[src/rtl/brid_pkg.sv]
package brid_pkg;
  typedef enum logic [1:0] {
    BR_NONE = 2'd0,
    BR_EQ   = 2'd1,
    BR_NE   = 2'd2,
    BR_RSVD = 2'd3
  } br_kind_e;

  typedef enum logic [1:0] {
    SRC_RF    = 2'd0,
    SRC_EXMEM = 2'd1,
    SRC_MEMWB = 2'd2
  } fwd_src_e;
endpackage

[src/rtl/brid_target.sv]
module brid_target #(
  parameter int XLEN  = 32,
  parameter int OFF_W = 16,
  parameter int SHIFT = 2
) (
  input  logic [XLEN-1:0]  pc_next,
  input  logic [OFF_W-1:0] offset,
  output logic [XLEN-1:0]  target
);
  localparam int EXT_W = XLEN - OFF_W;

  logic [XLEN-1:0] off_ext;

  always_comb begin
    off_ext = {{EXT_W{offset[OFF_W-1]}}, offset};
    target  = pc_next + (off_ext << SHIFT);
  end
endmodule

[src/rtl/brid_fwd_mux.sv]
module brid_fwd_mux
  import brid_pkg::*;
#(
  parameter int XLEN = 32,
  parameter int RAW  = 5
) (
  input  logic [RAW-1:0]  src_reg,
  input  logic [XLEN-1:0] rf_data,
  input  logic            mem_wr,
  input  logic            mem_load,
  input  logic [RAW-1:0]  mem_rd,
  input  logic [XLEN-1:0] mem_alu,
  input  logic            wb_wr,
  input  logic [RAW-1:0]  wb_rd,
  input  logic [XLEN-1:0] wb_data,
  output logic [XLEN-1:0] operand
);
  fwd_src_e sel;
  logic     nz;

  // Newest ready producer wins; a load in EX/MEM has no value yet.
  always_comb begin
    nz = (src_reg != '0);
    if (nz && mem_wr && !mem_load && (mem_rd == src_reg))
      sel = SRC_EXMEM;
    else if (nz && wb_wr && (wb_rd == src_reg))
      sel = SRC_MEMWB;
    else
      sel = SRC_RF;
  end

  always_comb begin
    unique case (sel)
      SRC_EXMEM: operand = mem_alu;
      SRC_MEMWB: operand = wb_data;
      default:   operand = rf_data;
    endcase
  end
endmodule

[src/rtl/brid_hazard.sv]
module brid_hazard #(
  parameter int RAW = 5
) (
  input  logic           br_active,
  input  logic [RAW-1:0] rs,
  input  logic [RAW-1:0] rt,
  input  logic           ex_wr,
  input  logic [RAW-1:0] ex_rd,
  input  logic           mem_wr,
  input  logic           mem_load,
  input  logic [RAW-1:0] mem_rd,
  output logic           stall
);
  logic ex_hit;
  logic mem_hit;

  function automatic logic reg_hit(input logic [RAW-1:0] dst,
                                   input logic [RAW-1:0] a,
                                   input logic [RAW-1:0] b);
    return (dst != '0) && ((dst == a) || (dst == b));
  endfunction

  always_comb begin
    ex_hit  = ex_wr && reg_hit(ex_rd, rs, rt);
    mem_hit = mem_wr && mem_load && reg_hit(mem_rd, rs, rt);
    stall   = br_active && (ex_hit || mem_hit);
  end
endmodule

[src/rtl/brid_resolve.sv]
module brid_resolve
  import brid_pkg::*;
#(
  parameter int XLEN  = 32,
  parameter int RAW   = 5,
  parameter int OFF_W = 16,
  parameter int SHIFT = 2
) (
  input  logic             clk,
  input  logic             rst,
  input  logic             id_valid,
  input  logic [1:0]       id_br_kind,
  input  logic [XLEN-1:0]  id_pc_next,
  input  logic [OFF_W-1:0] id_offset,
  input  logic [RAW-1:0]   id_rs,
  input  logic [RAW-1:0]   id_rt,
  input  logic [XLEN-1:0]  rf_rs_data,
  input  logic [XLEN-1:0]  rf_rt_data,
  input  logic             ex_wr,
  input  logic [RAW-1:0]   ex_rd,
  input  logic             mem_wr,
  input  logic             mem_load,
  input  logic [RAW-1:0]   mem_rd,
  input  logic [XLEN-1:0]  mem_alu,
  input  logic             wb_wr,
  input  logic [RAW-1:0]   wb_rd,
  input  logic [XLEN-1:0]  wb_data,
  output logic             br_taken,
  output logic [XLEN-1:0]  br_target,
  output logic             br_stall
);
  localparam int NOPS = 2;

  br_kind_e        kind;
  logic            is_br;
  logic            active;
  logic            haz_stall;
  logic            ops_equal;
  logic [RAW-1:0]  src_idx [NOPS];
  logic [XLEN-1:0] src_rf  [NOPS];
  logic [XLEN-1:0] opnd    [NOPS];

  always_comb begin
    kind       = br_kind_e'(id_br_kind);
    is_br      = (kind == BR_EQ) || (kind == BR_NE);
    active     = !rst && id_valid && is_br;
    src_idx[0] = id_rs;
    src_idx[1] = id_rt;
    src_rf[0]  = rf_rs_data;
    src_rf[1]  = rf_rt_data;
  end

  brid_target #(.XLEN(XLEN), .OFF_W(OFF_W), .SHIFT(SHIFT)) u_target (
    .pc_next (id_pc_next),
    .offset  (id_offset),
    .target  (br_target)
  );

  genvar g;
  generate
    for (g = 0; g < NOPS; g++) begin : g_op
      brid_fwd_mux #(.XLEN(XLEN), .RAW(RAW)) u_mux (
        .src_reg  (src_idx[g]),
        .rf_data  (src_rf[g]),
        .mem_wr   (mem_wr),
        .mem_load (mem_load),
        .mem_rd   (mem_rd),
        .mem_alu  (mem_alu),
        .wb_wr    (wb_wr),
        .wb_rd    (wb_rd),
        .wb_data  (wb_data),
        .operand  (opnd[g])
      );
    end
  endgenerate

  brid_hazard #(.RAW(RAW)) u_hazard (
    .br_active (active),
    .rs        (id_rs),
    .rt        (id_rt),
    .ex_wr     (ex_wr),
    .ex_rd     (ex_rd),
    .mem_wr    (mem_wr),
    .mem_load  (mem_load),
    .mem_rd    (mem_rd),
    .stall     (haz_stall)
  );

  always_comb begin
    ops_equal = (opnd[0] == opnd[1]);
    br_stall  = haz_stall;
    br_taken  = active && !haz_stall &&
                (((kind == BR_EQ) && ops_equal) || ((kind == BR_NE) && !ops_equal));
  end

  // a stalled branch never redirects fetch
  a_r9_taken_not_stalled: assert property (@(posedge clk) disable iff (rst)
    br_taken |-> !br_stall);

  // no stall request without a valid branch in decode
  a_r3_idle_no_stall: assert property (@(posedge clk) disable iff (rst)
    (!id_valid || !is_br) |-> (!br_stall && !br_taken));

  // a load in EX/MEM feeding a compared register holds the branch
  a_r5_load_mem_stall: assert property (@(posedge clk) disable iff (rst)
    (id_valid && is_br && mem_wr && mem_load && (mem_rd != '0) &&
     ((mem_rd == id_rs) || (mem_rd == id_rt))) |-> br_stall);

  // register 0 always compares the register file value
  a_r8_zero_from_rf: assert property (@(posedge clk) disable iff (rst)
    (id_rs == '0) |-> (opnd[0] == rf_rs_data));

  // any writer in execute feeding a compared register holds the branch
  a_r4_ex_stall: assert property (@(posedge clk) disable iff (rst)
    (id_valid && is_br && ex_wr && (ex_rd != '0) &&
     ((ex_rd == id_rs) || (ex_rd == id_rt))) |-> br_stall);
endmodule

[config.mk]
export PLATFORM = sky130hd
export DESIGN_NAME = brid_resolve
export DESIGN_NICKNAME = d
export VERILOG_FILES = /design/src/rtl/brid_pkg.sv /design/src/rtl/brid_target.sv /design/src/rtl/brid_fwd_mux.sv /design/src/rtl/brid_hazard.sv /design/src/rtl/brid_resolve.sv
export SDC_FILE = /design/constraint.sdc
export NUM_CORES = 1
export LEC_CHECK = 0
export ABC_AREA = 1
export BUFFER_PORTS_ARGS = -buffer_cell sky130_fd_sc_hd__buf_2
export CAP_MARGIN = 25
export CORE_MARGIN = 4
export CORE_UTILIZATION = 35
export DETAILED_ROUTE_END_ITERATION = 6
export GPL_ROUTABILITY_DRIVEN = 0
export GPL_TIMING_DRIVEN = 1
export PLACE_DENSITY = 0.63
export SLEW_MARGIN = 25
export SYNTH_ARGS = -nofsm -noshare
export SYNTH_HDL_FRONTEND = slang
export SYNTH_SLANG_ARGS = --single-unit
[constraint.sdc]
create_clock -name vclk -period 3.2
set_clock_uncertainty 0.15 [all_clocks]
set_input_delay 0.32 -clock vclk [all_inputs]
set_output_delay 0.32 -clock vclk [all_outputs]
set_load 0.01 [all_outputs]
======== After elaboration in Yosys (flattened, before gate mapping) ========
Index checks and enable logic that the tools add are counted.
W data, S select, Z words.
storage, ports and cells
  bits in registers ....................... 0
  input bits .............................. 210
  output and inout port bits .............. 34
  logic and storage cells ................. 55
operators by class
  add/sub/neg operators ................... 1
  eq/ne operators ......................... 13
  multiplexer cells ....................... 6
  reduce and logical (&&, ||, !) cells .... 35
operators with widths
  operator              count
  $pmux W32 S2          2
  $add A32 B32 Y32      1
  $eq A32 B32 Y1        1
  $eq A5 B5 Y1          6
  $logic_and A1 B1 Y1   22
  $reduce_bool A5 Y1    4
  $mux W2               4
  $eq A2 B1 Y1 const B  3
  $eq A2 B2 Y1 const B  3
  $logic_or A1 B1 Y1    5
  $logic_not A1 Y1      4

======== Longest topological paths before layout ========
  word-level depth ........................ 12
  gate-level depth with buffers ........... 22
  gate-level depth less buffers ........... 21

======== By module ========
A second synthesis with hierarchy kept.
unflattened totals
  cells, all modules ...................... 1100
  area total of the unflattened synthesis .. 5615.4 sq um
modules (own cells, without submodules)
  module        instances  cells each  area an instance (sq um)
  brid_fwd_mux  2          226         1204.9
  brid_target   1          446         2248.4
  brid_resolve  1          111         568.0
  brid_hazard   1          91          389.1

======== Least setup slack after synthesis ========
Ideal clock, no wire load.
  kind .................................... input -> output
  start point ............................. input port id_pc_next[2]
  end point ............................... output port br_target[26]
  arrival ................................. 2309 ps
  slack ................................... 421 ps
  stages on the path ...................... 11
  buffers on the path ..................... 0
  path through ............................ ha_1 inv_1 fa_1 o21ai_1 a21oi_1 o21ai_1 a21oi_1 o21bai_1 a21oi_1 o21ai_1 xor2_1
on the way
  longest elaborated chain between the ends .. 1
RTL lines
  item              line                source
  start, declared   brid_resolve.sv:13  input logic [XLEN-1:0] id_pc_next,
  $add A32 B32 Y32  brid_target.sv:16   target = pc_next + (off_ext << SHIFT);
  end, declared     brid_resolve.sv:29  output logic [XLEN-1:0] br_target,
Every way passes these cells.

======== Worst setup path after layout ========
  start point ............................. input port id_pc_next[2]
  end point ............................... output port br_target[22]
Same word-level chain as after synthesis.

==> flow_summary_export.csv <==
group,metric,value,unit
status,status,"finished, final reports clean",
cts,hold_buffers,0,
worst_hold_path,hp-class,"primary input to primary output",
sta,worst_slew_pin_slew,0.337,ns
routing,wl,16.7,mm
worst_setup_path,critPathSlowestCell,"fa_1",
logic_synthesis,synth_mux_area_share,0,%
logic_synthesis,postSynthAreaPerCell,5.03,sq um
routing,ant_nets,0,
sta,hold_slack,0.490,ns
global_routing,grtUsageMet2,38.4,%
worst_setup_path,critPathMaxFanout,2,
worst_setup_path,critPathBufInv,4,
sta,relSlewSlack,77.4,%
logic_synthesis,yosys.cell_types.count,39,
placed_design,io_buffers,239,
logic_synthesis,synth-xor-area-share,7.18,%
global_routing,grt_overflow,0,
logic_synthesis,yosysSeqAreaShare,0,%
worst_setup_path,crit_required,2.73,ns
sta,finalMaxSlewViolations,0,
power_and_ir_drop,power.density,143,nW/um^2
logic_synthesis,synth.net_count,1139,
worst_setup_path,worstPathCellList,"buf_2 -> ha_1 -> inv_1 -> fa_1 -> o21ai_1 -> a21oi_1 -> buf_4 -> o31ai_1 -> nand3_1 -> a31oi_1 -> xor2_1 -> buf_2",
die,die_h,122,microns
die,initial_core_util,35.8,%
power_and_ir_drop,total_power,0.860,mW
logic_synthesis,yosys_warnings,0,
final_layout,fillers,1449,
routing,vias,6302,
global_routing,track_usage,21.3,%
routing,wl_per_cell,12.8,microns
sta,setup_violations,0,
worst_setup_path,critPathMaxStageDelay,0.41,ns
worst_hold_path,holdPathStages,0,
global_routing,grt_pass1_vias,5773,
placed_design,dp_cells,1298,
sta,setup_slack,0.211,ns
global_routing,busiest_layer,"met2",
flow_run,cap_violations,0,
logic_synthesis,synth_top_family_by_area,"simple AND/OR/NAND/NOR gates",
worst_setup_path,path_delay_family,"compound AO/OA/AOI/OAI gates",
die,io_pins,244,
die,num_rows,41,
routing,route.detailed.drc,0,
routing,drtIter0Drc,360,
logic_synthesis,synth_top_area_share,23.9,%
logic_synthesis,synthAdderAreaFrac,9.04,%
logic_synthesis,synth_area_leaders,"nand2_1 (24%), nand3_1 (16%), inv_1 (9.1%), ha_1 (8.6%), nor2_1 (8.1%)",
sta,fin_crit_sh,93.4,%
sta,fin_setup_tns,0,ns
routing,vias_per_cell,4.85,
worst_setup_path,endpoint_kind,"primary output",
final_layout,drive_above_1_share,28.8,%
final_layout,seq_area,0,sq um
worst_setup_path,cp_common_cell,"buf_2",
placed_design,dpl_cell_area,5960,sq um
power_and_ir_drop,peakVddDrop,103,uV
final_layout,final_cells,1299,
sta,finalCriticalPeriod,2.99,ns
global_routing,met1_usage,26.9,%
final_layout,insertedDiodeCount,0,
worst_hold_path,min_from,"id_pc_next[0]",
logic_synthesis,synthSimpleGateAreaFrac,57.6,%
logic_synthesis,synthCells,897,
placed_design,hpwl,14.1,mm
worst_setup_path,start_kind,"primary input",
global_routing,grt_pass1_wl,26.4,mm
global_routing,antenna_found_initial,6,
final_layout,nets,1371,
sta,fmax,335,MHz
power_and_ir_drop,p_leak,3.74,nW
sta,finalHoldViolations,0,
worst_setup_path,worstSetupPathType,"primary input to primary output",
die,fp.dieW,122,microns
die,core-area,12600,sq um
global_routing,grt_max_degree,37,
final_layout,final_util,47.6,%
placed_design,pre_cts_ws,0.0781,ns
global_routing,use_met3,4.27,%
logic_synthesis,synth_compound_area_share,11.6,%
worst_hold_path,whs_endpoint,"br_target[0]",
final_layout,seq_cell_count,0,
logic_synthesis,synth_area,4510,sq um
die,fp.dieArea,14800,sq um
sta,rsz0062_at_grt,"yes",
worst_setup_path,arrival,2.52,ns
final_layout,area_growth,33.0,%
final_layout,stdcell_area,6000,sq um
routing,firstDrtPassIters,5,
logic_synthesis,synth_top_cell_by_area,"nand2_1",
final_layout,clock_buffers,0,
[cell usage after synthesis, drive strengths merged]
library cell  number
o22ai              1
xnor2             11
clkinv             3
a31oi              4
nand4              4
o31ai              2
or3b               1
a211oi             1
nor4               2
buf               26
a21o               1
nand3            161
nand2            299
nor2             112
clkbuf             3
o21bai             2
o2111ai            3
xor2              26
o41ai              1
fa                 1
or2                1
nor3               1
nor3b              1
ha                31
o211ai             2
a21oi             31
inv              120
o21ai             41
o21a               5
[repair_timing]
action | in CTS | in global routing
buffers inserted | 0 | 1
gates resized for setup | 0 | 10
endpoints found under the setup margin | 0 | 3
hold endpoints to repair | 0 | 0
[where the power goes]
| part | switching [mW] | internal (mW) | leakage (nW) |
|---|---|---|---|
| clock | 0 | 0 | 0 |
| combinational | 0.484 | 0.376 | 3.74 |
| sequential | 0 | 0 | 0 |
| total | 0.484 | 0.376 | 3.74 |
[logic make-up (layout without fill, tap and decap cells)]
family	count (synthesis)	in the layout
AND/OR/NAND/NOR	582	582
buffers and inverters	152	382
AO/OA/AOI/OAI	94	94
XOR/XNOR	37	37
adder cells (fa/ha/maj)	32	32
[layout by cell type (no fill, tap or decap), types with 4 or more instances in the layout]
cell / instances
nand2_1: 286
buf_2: 239
nand3_1: 139
inv_1: 109
nor2_1: 96
a21oi_1: 31
ha_1: 31
xor2_1: 26
o21ai_0: 26
nand3_2: 22
o21ai_1: 15
nor2_2: 14
buf_4: 12
xnor2_1: 11
nand2_2: 11
inv_2: 10
buf_12: 7
o21a_1: 5
a31oi_1: 4
nand4_1: 4
[worst max path at each step]
stage / endpoint / cells past startpoint / start
after floorplan: br_target[26] / 11 / id_pc_next[2]
after global placement: br_taken / 20 / id_rs[4]
after detailed placement: br_taken / 20 / id_rs[4]
after CTS: br_taken / 20 / id_rs[4]
after global routing: br_taken / 20 / id_rt[0]
final: br_target[22] / 12 / id_pc_next[2]
[metal layers]
layer	part of all wire, %	vias up	routed length, microns
met5	0.40	-	67
met4	1.0	12	174
met3	9.3	26	1560
met2	47	227	7870
met1	42	2695	7010
li1	-	3342	-
[layout make-up]
class / instances / area [sq um] / share of cell area [%]
multi-input combinational: 745 / 3880 / 64.7
timing repair buffer: 259 / 1440 / 23.9
inverter: 123 / 469 / 7.82
tap: 172 / 215 / 3.58
Note: power is estimated with default switching activity, not from simulation.
